File: config.mk
export PLATFORM = sky130hd
export DESIGN_NAME = dma_chain_seq
export DESIGN_NICKNAME = d
export VERILOG_FILES = /design/src/rtl/dcs_pkg.sv /design/src/rtl/dcs_mode_decode.sv /design/src/rtl/dcs_desc_fetch.sv /design/src/rtl/dcs_flag_bank.sv /design/src/rtl/dma_chain_seq.sv
export SDC_FILE = /design/constraint.sdc
export NUM_CORES = 1
export LEC_CHECK = 0
export BUFFER_PORTS_ARGS = -buffer_cell sky130_fd_sc_hd__buf_4
export CAP_MARGIN = 20
export CORE_MARGIN = 5
export CORE_UTILIZATION = 45
export DETAILED_ROUTE_END_ITERATION = 8
export GPL_TIMING_DRIVEN = 0
export PLACE_DENSITY_LB_ADDON = 0.15
export REMOVE_ABC_BUFFERS = 1
export SYNTH_ARGS = -nofsm -noshare
export SYNTH_HDL_FRONTEND = slang
export SYNTH_HIERARCHICAL = 1
export SYNTH_SLANG_ARGS = --single-unit
export TNS_END_PERCENT = 30
File: constraint.sdc
create_clock -name clk -period 4.4 [get_ports clk]
set_input_delay 0.88 -clock clk [delete_from_list [all_inputs] [get_ports clk]]
set_output_delay 0.88 -clock clk [all_outputs]
set_load 0.01 [all_outputs]
File: src/rtl/dcs_pkg.sv
package dcs_pkg;
  localparam int NUM_FLAGS  = 5;
  localparam int DESC_WORDS = 4;

  localparam int FLG_TFR  = 0;
  localparam int FLG_BLK  = 1;
  localparam int FLG_SRCT = 2;
  localparam int FLG_DSTT = 3;
  localparam int FLG_ERR  = 4;

  localparam logic [2:0] SEL_SRC  = 3'd0;
  localparam logic [2:0] SEL_DST  = 3'd1;
  localparam logic [2:0] SEL_CTL  = 3'd2;
  localparam logic [2:0] SEL_CFG  = 3'd3;
  localparam logic [2:0] SEL_LLP  = 3'd4;
  localparam logic [2:0] SEL_ENA  = 3'd5;
  localparam logic [2:0] SEL_CLR  = 3'd6;
  localparam logic [2:0] SEL_MASK = 3'd7;

  typedef enum logic [1:0] {
    ACT_DONE   = 2'd0,
    ACT_RELOAD = 2'd1,
    ACT_FETCH  = 2'd2,
    ACT_ERR    = 2'd3
  } act_e;
endpackage

File: src/rtl/dcs_mode_decode.sv
module dcs_mode_decode import dcs_pkg::*; #(
  parameter int AW = 32
) (
  input  logic [AW-3:0] llp_word,
  input  logic          list_src_en,
  input  logic          list_dst_en,
  input  logic [1:0]    reload,
  output act_e          act
);
  logic ptr_live;
  logic any_reload;

  assign ptr_live   = |llp_word;
  assign any_reload = |reload;

  always_comb begin
    if (!ptr_live)
      act = any_reload ? ACT_RELOAD : ACT_DONE;
    else if (any_reload)
      act = ACT_ERR;
    else if (list_src_en && list_dst_en)
      act = ACT_FETCH;
    else if (!list_src_en && !list_dst_en)
      act = ACT_DONE;
    else
      act = ACT_ERR;
  end
endmodule

File: src/rtl/dcs_desc_fetch.sv
module dcs_desc_fetch #(
  parameter int AW = 32,
  parameter int DW = 32,
  parameter int NW = 4
) (
  input  logic                  clk,
  input  logic                  rst_n,
  input  logic                  start,
  input  logic [AW-3:0]         base_w,
  output logic                  req_valid,
  input  logic                  req_ready,
  output logic [AW-1:0]         req_addr,
  input  logic                  rsp_valid,
  input  logic [DW-1:0]         rsp_data,
  output logic [NW-2:0][DW-1:0] words,
  output logic                  done
);
  localparam int IW = $clog2(NW);
  localparam logic [IW-1:0] LAST = IW'(NW - 1);

  typedef enum logic [1:0] {F_IDLE, F_REQ, F_WAIT} fst_e;
  fst_e          st;
  logic [IW-1:0] idx;
  logic [AW-3:0] base_q;

  assign req_valid = (st == F_REQ);
  assign req_addr  = {base_q + (AW-2)'(idx), 2'b00};
  assign done      = (st == F_WAIT) && rsp_valid && (idx == LAST);

  always_ff @(posedge clk or negedge rst_n) begin
    if (!rst_n) begin
      st     <= F_IDLE;
      idx    <= '0;
      base_q <= '0;
    end else begin
      case (st)
        F_IDLE: if (start) begin
          base_q <= base_w;
          idx    <= '0;
          st     <= F_REQ;
        end
        F_REQ: if (req_ready) st <= F_WAIT;
        F_WAIT: if (rsp_valid) begin
          if (idx == LAST) st <= F_IDLE;
          else begin
            idx <= idx + 1'b1;
            st  <= F_REQ;
          end
        end
        default: st <= F_IDLE;
      endcase
    end
  end

  for (genvar g = 0; g < NW - 1; g++) begin : g_word
    always_ff @(posedge clk or negedge rst_n) begin
      if (!rst_n) words[g] <= '0;
      else if (st == F_WAIT && rsp_valid && idx == IW'(g)) words[g] <= rsp_data;
    end
  end

  a_r7_req_hold: assert property (@(posedge clk) disable iff (!rst_n)
    req_valid && !req_ready |=> req_valid && $stable(req_addr));
  a_r7_no_rsp_while_asking: assert property (@(posedge clk) disable iff (!rst_n)
    req_valid |-> !rsp_valid);
endmodule

File: src/rtl/dcs_flag_bank.sv
module dcs_flag_bank #(
  parameter int N = 5
) (
  input  logic         clk,
  input  logic         rst_n,
  input  logic [N-1:0] set,
  input  logic [N-1:0] clr,
  input  logic [N-1:0] mask,
  output logic [N-1:0] raw,
  output logic [N-1:0] stat,
  output logic         irq
);
  for (genvar i = 0; i < N; i++) begin : g_flag
    always_ff @(posedge clk or negedge rst_n) begin
      if (!rst_n)      raw[i] <= 1'b0;
      else if (set[i]) raw[i] <= 1'b1;
      else if (clr[i]) raw[i] <= 1'b0;
    end

    a_r10_set_wins: assert property (@(posedge clk) disable iff (!rst_n)
      set[i] |=> raw[i]);
    a_r10_clear_takes: assert property (@(posedge clk) disable iff (!rst_n)
      clr[i] && !set[i] |=> !raw[i]);
  end

  assign stat = raw & mask;
  assign irq  = |stat;
endmodule

File: src/rtl/dma_chain_seq.sv
module dma_chain_seq import dcs_pkg::*; #(
  parameter int AW = 32,
  parameter int DW = 32
) (
  input  logic          clk,
  input  logic          rst_n,
  input  logic          wr_en,
  input  logic [2:0]    wr_sel,
  input  logic [DW-1:0] wr_data,
  input  logic          blk_done,
  input  logic [AW-1:0] blk_src_end,
  input  logic [AW-1:0] blk_dst_end,
  input  logic          src_tran,
  input  logic          dst_tran,
  output logic          mem_req_valid,
  input  logic          mem_req_ready,
  output logic [AW-1:0] mem_req_addr,
  input  logic          mem_rsp_valid,
  input  logic [DW-1:0] mem_rsp_data,
  output logic          ch_en,
  output logic [AW-1:0] cur_src,
  output logic [AW-1:0] cur_dst,
  output logic [DW-1:0] cur_ctl,
  output logic [AW-1:0] cur_llp,
  output logic [4:0]    int_raw,
  output logic [4:0]    int_stat,
  output logic          irq
);
  localparam int NF = NUM_FLAGS;
  localparam int NW = DESC_WORDS;

  typedef enum logic [1:0] {ST_IDLE, ST_RUN, ST_FETCH} st_e;
  st_e st;

  logic [AW-1:0] src_q, dst_q, init_src, init_dst, llp_q;
  logic [DW-1:0] ctl_q;
  logic [1:0]    cfg_q;
  logic [NF-1:0] mask_q, flag_set, flag_clr;
  act_e          act;
  logic          run_evt, prog_ok, f_start, f_done;
  logic [NW-2:0][DW-1:0] f_words;

  assign prog_ok = wr_en && (st == ST_IDLE);
  assign run_evt = blk_done && (st == ST_RUN);
  assign f_start = run_evt && (act == ACT_FETCH);

  dcs_mode_decode #(.AW(AW)) u_dec (
    .llp_word    (llp_q[AW-1:2]),
    .list_src_en (ctl_q[2]),
    .list_dst_en (ctl_q[3]),
    .reload      (cfg_q),
    .act         (act)
  );

  dcs_desc_fetch #(.AW(AW), .DW(DW), .NW(NW)) u_fetch (
    .clk       (clk),
    .rst_n     (rst_n),
    .start     (f_start),
    .base_w    (llp_q[AW-1:2]),
    .req_valid (mem_req_valid),
    .req_ready (mem_req_ready),
    .req_addr  (mem_req_addr),
    .rsp_valid (mem_rsp_valid),
    .rsp_data  (mem_rsp_data),
    .words     (f_words),
    .done      (f_done)
  );

  always_comb begin
    flag_set           = '0;
    flag_set[FLG_TFR]  = run_evt && (act == ACT_DONE);
    flag_set[FLG_BLK]  = run_evt && (act != ACT_ERR);
    flag_set[FLG_ERR]  = run_evt && (act == ACT_ERR);
    flag_set[FLG_SRCT] = src_tran;
    flag_set[FLG_DSTT] = dst_tran;
    flag_clr = (wr_en && wr_sel == SEL_CLR) ? wr_data[NF-1:0] : '0;
  end

  dcs_flag_bank #(.N(NF)) u_flags (
    .clk   (clk),
    .rst_n (rst_n),
    .set   (flag_set),
    .clr   (flag_clr),
    .mask  (mask_q),
    .raw   (int_raw),
    .stat  (int_stat),
    .irq   (irq)
  );

  always_ff @(posedge clk or negedge rst_n) begin
    if (!rst_n) begin
      st       <= ST_IDLE;
      src_q    <= '0;
      dst_q    <= '0;
      init_src <= '0;
      init_dst <= '0;
      llp_q    <= '0;
      ctl_q    <= '0;
      cfg_q    <= '0;
      mask_q   <= '0;
    end else begin
      if (prog_ok) begin
        case (wr_sel)
          SEL_SRC: begin src_q <= wr_data[AW-1:0]; init_src <= wr_data[AW-1:0]; end
          SEL_DST: begin dst_q <= wr_data[AW-1:0]; init_dst <= wr_data[AW-1:0]; end
          SEL_CTL: ctl_q <= wr_data;
          SEL_LLP: llp_q <= wr_data[AW-1:0];
          default: ;
        endcase
      end
      if (wr_en && wr_sel == SEL_CFG)  cfg_q  <= wr_data[1:0];
      if (wr_en && wr_sel == SEL_MASK) mask_q <= wr_data[NF-1:0];

      case (st)
        ST_IDLE: if (wr_en && wr_sel == SEL_ENA && wr_data[0]) st <= ST_RUN;
        ST_RUN: if (blk_done) begin
          case (act)
            ACT_RELOAD: begin
              src_q <= cfg_q[0] ? init_src : blk_src_end;
              dst_q <= cfg_q[1] ? init_dst : blk_dst_end;
            end
            ACT_FETCH: st <= ST_FETCH;
            default:   st <= ST_IDLE;
          endcase
        end
        ST_FETCH: if (f_done) begin
          src_q <= f_words[0][AW-1:0];
          dst_q <= f_words[1][AW-1:0];
          llp_q <= f_words[2][AW-1:0];
          ctl_q <= mem_rsp_data;
          st    <= ST_RUN;
        end
        default: st <= ST_IDLE;
      endcase
    end
  end

  assign ch_en   = (st != ST_IDLE);
  assign cur_src = src_q;
  assign cur_dst = dst_q;
  assign cur_ctl = ctl_q;
  assign cur_llp = llp_q;

  a_r2_src_locked: assert property (@(posedge clk) disable iff (!rst_n)
    st == ST_RUN && !blk_done && wr_en && wr_sel == SEL_SRC |=> $stable(cur_src));
  a_r3_single_ends: assert property (@(posedge clk) disable iff (!rst_n)
    st == ST_RUN && blk_done && llp_q[AW-1:2] == '0 && cfg_q == 2'b00
    |=> !ch_en && int_raw[FLG_TFR] && int_raw[FLG_BLK]);
  a_r5_src_restored: assert property (@(posedge clk) disable iff (!rst_n)
    st == ST_RUN && blk_done && act == ACT_RELOAD && cfg_q[0] |=> cur_src == $past(init_src));
  a_r5_keeps_running: assert property (@(posedge clk) disable iff (!rst_n)
    st == ST_RUN && blk_done && act == ACT_RELOAD |=> ch_en);
  a_r7_blk_ignored_in_fetch: assert property (@(posedge clk) disable iff (!rst_n)
    st == ST_FETCH && !f_done |=> ch_en && $stable(int_raw[FLG_TFR]) || int_raw[FLG_TFR]);
  a_r9_error_stops: assert property (@(posedge clk) disable iff (!rst_n)
    st == ST_RUN && blk_done && act == ACT_ERR |=> int_raw[FLG_ERR] && !ch_en);
  a_r1_no_req_when_idle: assert property (@(posedge clk) disable iff (!rst_n)
    st == ST_IDLE |-> !mem_req_valid);
endmodule

==> impl_results.md, run 1 <==
- Sw Ratio: 0.224
- Detail Route Antenna Nets: 0
- Max Clock Skew: 0.0160 ns
- Crit share post-route: 0.861
- Routed wire length: 46.4 mm
- Initial core utilization: 0.458
- Clock network power share: 0.469
- R2R setup slack: 0.65 ns
- Most used DFF post-synth: dfrtp_1
- Insertion delay to the later sink of the worst-skew pair: 0.52 ns
- Clock transition at path regs: 0.06 ns
- Kind of path behind the tightest hold check: input port to asynchronous set/reset pin
- Final hold vios: 0
- Wirelength per Cell: 22.2 um
- Area after DPL: 0.0189 mm2
- Combinational power share: 0.068
- Max FO, Critical Path: 7
- CP Capture Type: output pin
- Post-cts sizing count: 0
- Reg-to-Reg Start: cfg_q[1]
- Layout area overhead: 26.9%
- Routability cong.: 0.782
- Synth top area cells: dfrtp_1 53%, mux2i_1 12%, mux2_2 12%
- Length in cells of the worst reg-to-reg path: 10
- Vias: 11475
- Most common cell in the netlist: dfrtp_1
- Startpoint Class: flop
- Vias in the first global route: 11739
- Syn avg cell area: 12.0 um2
- Nets: 1763
- Req. time, crit path: 3.52 ns
- PwrDens: 339 mW/mm2
- Min cycle time layout: 3.79 ns
- Post-synth ARST share: 1.00
- Max-slew violation count: 0
- RSZ-0062 raised after global routing: no
- Crit Reg-Reg Endpoint: cur_dst[19]
- Die height: 198 um
- VDD IR-drop max: 0.283 mV
- Max clock buf depth: 3
- Num Clock Sinks: 336
- Sequential share of power: 0.462
- Fmax: 264 MHz
- Critical Path AT: 2.91 ns
- Starting DRC count in detailed routing: 584
- Largest net degree at the start of global routing: 119
- Yosys Warn Count: 6
- Worst Hold Margin: 0.238 ns
- Drt first pass iters: 4
- Seq cells post-synth: 336
- Std-Cell Rows: 68
- Status: finished clean
- Total gr overflow: 0
- Yosys cell types: 61
- Share of cells above drive strength 1: 0.356
- Top cells by count, synth: 336 x dfrtp_1, 194 x mux2i_1, 163 x mux2_2, 81 x nand2_1, 76 x nor2_1
- Post-synth top area cell: dfrtp_1
- Placed cells: 2027
- Horiz. Die Dim: 198 um
- Die area: 0.0392 mm2
- Detail Placement HPWL: 31.6 mm
- Final setup viols: 0
- P_sw: 1.53 mW
- Post-Synthesis Cells: 1323
- Setup_tns: 0 ns
- First-pass GRT wire length: 71.2 mm
- Cts bufs inserted: 38
- Rel. slew slack: 0.393
- Top-area cell type share of the netlist area: 0.528
- Finished Layout Cells: 2093
- Initial antenna violation count: 0
- Ant. Diodes: 0
- Input/output buffers: 309
- Worst Tran Pin Value: 0.911 ns
- Design Area, Final: 0.0202 mm2
- Max-cap violations: 0
- LEAKAGE: 10.3 nW
- Core ar.: 0.0347 mm2
- DRC viols: 0
- Kind of critical path: flop to output pin
- Tot Pwr: 6.84 mW
- Pint: 5.31 mW
- IO Pins: 312
- Hold Buf Count CTS: 0
- CTS tree: built
- CTS root buf: clkbuf_16
- Mapped Area: 0.0159 mm2
- Seq/Total Area, Yosys: 0.528
- Layout fillers: 2920
- H-tree levels: 2
- Global Route Usage Sum: 0.231
- EDFF count, synth: 0
- Via density per instance: 5.48
- Postcts setup bufs: 0
==> final cells by class <==
class	count	area [um2]	area share
Timing Repair Buffer	334	2850	0.141
Clock inverter	9	120	0.00595
Multi-Input combinational cell	884	7030	0.348
Clock buffer	57	1150	0.0567
Tap cell	455	569	0.0282
Inverter	18	70.1	0.00347
Sequential cell	336	8410	0.416
==> registers in the layout, indices dropped and copies added, names as in the netlist <==
| name | cells |
|---|---|
| u_fetch/base_q | 30 |
| init_dst | 32 |
| mask_q | 5 |
| cur_src | 32 |
| st | 2 |
| u_fetch/idx | 2 |
| u_fetch/words | 96 |
| cfg_q | 2 |
| u_fetch/st | 2 |
| init_src | 32 |
| cur_dst | 32 |
| cur_ctl | 32 |
| cur_llp | 32 |
| u_flags/raw | 5 |
==> routing by layer <==
metal / track usage / up-vias / share of wire
met2: 0.377 / 278 / 0.48
met5: 0 / - / 0
met1: 0.322 / 5817 / 0.44
met4: 0.0538 / 0 / 0.021
met3: 0.0441 / 61 / 0.057
li1: - / 5319 / -
==> placed cells by master (no fill, tap or decap), drive strengths merged, types with 2 or more instances in the layout <==
master and n:
clkinv 6, nor2 76, nor3b 2, o22ai 64, mux2i 194, nor2b 3
buf 334, and3 6, or4 4, ha 11, nand4 14, and2 13
xnor2 23, a221oi 2, nand2 82, mux2 195, clkbuf 57, dfrtp 336
inv 18, bufinv 3, o21ai 68, nor3 5, a21o 6, xor2 5
a22o 4, and4 2, nor4b 2, nand2b 3, nor4 7, a21oi 67
nand3 13, conb 2
==> how the worst max path moves through the flow <==
stage	start	to	slack, ns
CTS	u_fetch/idx[0]	mem_req_addr[28]	0.58
global route	cfg_q[0]	cur_src[11]	0.33
finish	u_fetch/idx[0]	mem_req_addr[26]	0.61
floorplan	mem_rsp_valid	cur_llp[0]	-0.60
detailed placement	cfg_q[0]	cur_dst[7]	0.62
global placement	cfg_q[1]	cur_dst[30]	-3.81
==> metrics by stage <==
step,setup slack [ns],util
2_1_floorplan,-0.604,-
3_3_place_gp,-3.81,0.528
3_5_place_dp,0.621,0.545
4_1_cts,0.576,0.582
5_1_grt,0.334,0.582
6_report,0.612,0.582
==> power by group through the flow <==
stage	registers, mW	logic (mW)	clock network, mW
6_report	3.16	0.468	3.21
5_1_grt	3.16	0.509	3.42
4_1_cts	3.16	0.477	3.29
3_5_place_dp	3.22	0.476	0
3_3_place_gp	3.27	0.414	0
2_1_floorplan	3.23	0.159	0
==> cell families after synthesis <==
| logic type | Yosys count | synth area share |
|---|---|---|
| xor+xnor | 28 | 0.0154 |
| flops | 336 | 0.528 |
| other cells | 1 | 0.000236 |
| simple gates | 237 | 0.0760 |
| buf+inv | 104 | 0.0333 |
| fa+ha+maj | 12 | 0.00991 |
| mux | 389 | 0.260 |
| compound gates | 216 | 0.0767 |
==> worst max-delay path, cell delays in order, from the launching register on <==
cell	delay, ns
dfrtp_1	0.47
ha_1	0.26
fa_1	0.24
nand4_1	0.30
nor3_1	0.60
nand4_1	0.20
xnor2_1	0.17
buf_4	0.15
Power figures use the tool's default switching activity.
==> inputs of run 2 (changes only) <==
Settings changed: MAX_ROUTING_LAYER set to met4.
==> run 2 against run 1 <==
Compared with the run above: clock power about the same; global-route usage increased by 0.71 points; sequential cell count stayed put; clock-buffer cell count unchanged; largest cell class unchanged; clock skew is essentially flat; routed wire length about the same; critical path depth unchanged; critical path type unchanged; maximum frequency rose by 0.24%; power is 0.14% higher; design area unchanged; worst hold slack worse by 0.0024 ns; combinational power barely moved.
==> impl_results.md, run 2 (synthesized netlist as in run 1, its figures left out) <==
- Status: finished clean
- CTS root buf: clkbuf_16
- Crit. Startpoint: u_fetch/idx[0]
- Worst Tran Pin Value: 0.911 ns
- Max reg flops: 96
- Layout fillers: 2920
- Max-cap violations: 0
- Die height: 198 um
- Clock transition at path regs: 0.06 ns
- Max clock buf depth: 3
- Area of the multi-input gates: 0.00703 mm2
- Num Clock Sinks: 336
- Layout Utilization: 0.582
- Max FO, Critical Path: 7
- First-pass GRT wire length: 71.2 mm
- Horiz. Die Dim: 198 um
- IO Pins: 312
- Critical Path AT: 2.90 ns
- Initial core utilization: 0.458
- Max-slew violation count: 0
- R2R setup slack: 0.63 ns
- Cts bufs inserted: 38
- Critical path endpoint: mem_req_addr[26]
- VDD IR-drop max: 0.283 mV
- Kind of path behind the tightest hold check: input port to asynchronous set/reset pin
- Max incr delay on CP: 0.59 ns
- CP max-delay cell: nor3_1
- Routed wire length: 46.4 mm
- CP Capture Type: output pin
- Die area: 0.0392 mm2
- Register area: 0.00841 mm2
- Core ar.: 0.0347 mm2
- Input/output buffers: 309
- Length in cells of the worst reg-to-reg path: 10
- Final setup viols: 0
- Std-Cell Rows: 68
- CTS tree: built
- Kind of critical path: flop to output pin
- Insertion delay to the later sink of the worst-skew pair: 0.52 ns
- LEAKAGE: 10.3 nW
- Buffers and inverters on the worst path: 1
- Via density per instance: 5.50
- DRC viols: 0
- Startpoint Class: flop
- Nets: 1763
- Starting DRC count in detailed routing: 607
- Reg-to-Reg Start: cfg_q[0]
- Top reg by flops: u_fetch/words
- Crit Reg-Reg Endpoint: cur_dst[19]
- Share of cells above drive strength 1: 0.356
- Routability cong.: 0.795
- Drt first pass iters: 4
- PwrDens: 339 mW/mm2
- CP Depth: 7
- Most used cell, CP: nand4_1
- Req. time, crit path: 3.52 ns
- Crit share post-route: 0.859
- Layout area overhead: 26.9%
- Wirelength per Cell: 22.1 um
- Hold Buf Count CTS: 0
- Max Clock Skew: 0.0164 ns
- Detail Placement HPWL: 31.6 mm
- Fmax: 265 MHz
- Post-cts sizing count: 0
- Vias in the first global route: 11738
- Most frequent standard cell in the layout excluding fill and tap cells: dfrtp_1
- Largest net degree at the start of global routing: 119
- Rel. slew slack: 0.393
- Vias: 11516
- Setup_tns: 0 ns
- Detail Route Antenna Nets: 0
- Final hold vios: 0
- H-tree levels: 2
- RSZ-0062 raised after global routing: no
- Initial antenna violation count: 0
- CP top delay family: simple AND/OR/NAND/NOR gates
- Ant. Diodes: 0
- Min cycle time layout: 3.78 ns
- Global Route Usage Sum: 0.238
- Total gr overflow: 0
- Postcts setup bufs: 0
- CP Cell Sequence: ha_1, fa_1, nand4_1, nor3_1, nand4_1, xnor2_1, buf_4
- Commonest non-fill, non-tap cells in the layout: 334 x dfrtp_1, 308 x buf_4, 194 x mux2i_1, 163 x mux2_2, 78 x nand2_1
## run 2: through the flow
stage	hold slack (ns)	instance area (um2)	total power [mW]	worst slack [ns]	cells
after floorplan	0.444	15500	3.38	-0.604	1238
after global placement	0.453	18300	3.68	-3.81	2002
after detailed placement	0.468	18900	3.70	0.621	2027
after CTS	0.227	20200	6.93	0.576	2093
after global routing	0.244	20200	7.10	0.335	2093
final	0.235	20200	6.85	0.621	2093
## run 2: worst min path at each step
stage / endpoint / cells after the start / slack [ns]
after global routing: u_fetch/words[63] / 1 / 0.24
final: u_fetch/words[63] / 1 / 0.24
after floorplan: cur_llp[0] / 2 / 0.44
after global placement: cur_llp[0] / 2 / 0.45
after CTS: u_fetch/words[63] / 1 / 0.23
after detailed placement: cur_llp[12] / 2 / 0.47
## run 2: report_power, final
| part | switching, mW | internal [mW] | total [mW] |
|---|---|---|---|
| registers | 0.0537 | 3.11 | 3.16 |
| clock network | 1.25 | 1.97 | 3.22 |
| logic | 0.241 | 0.227 | 0.469 |
| total | 1.54 | 5.31 | 6.85 |
## run 2: layout make-up
type                       instances  share of cell area
sequential                       336               0.416
multi-input combinational        884               0.348
timing repair buffer             334               0.141
clock buffer                      57              0.0567
tap                              455              0.0282
clock inverter                     9             0.00595
inverter                          18             0.00347
## run 2: worst register-to-register path: cells and delay by family (launching register included)
family / cells / cell delay, ns
AO/OA/AOI/OAI: 3 / 0.82
buffers and inverters: 3 / 0.90
flip-flops: 1 / 0.79
AND/OR/NAND/NOR: 4 / 1.19
## run 2: layer usage
| layer | vias up | track usage | routed length [um] |
|---|---|---|---|
| li1 | 5316 | - | - |
| met1 | 5840 | 0.324 | 20600 |
| met2 | 290 | 0.377 | 22400 |
| met3 | 70 | 0.0419 | 2490 |
| met4 | 0 | 0.0538 | 933 |
| met5 | - | - | 0 |
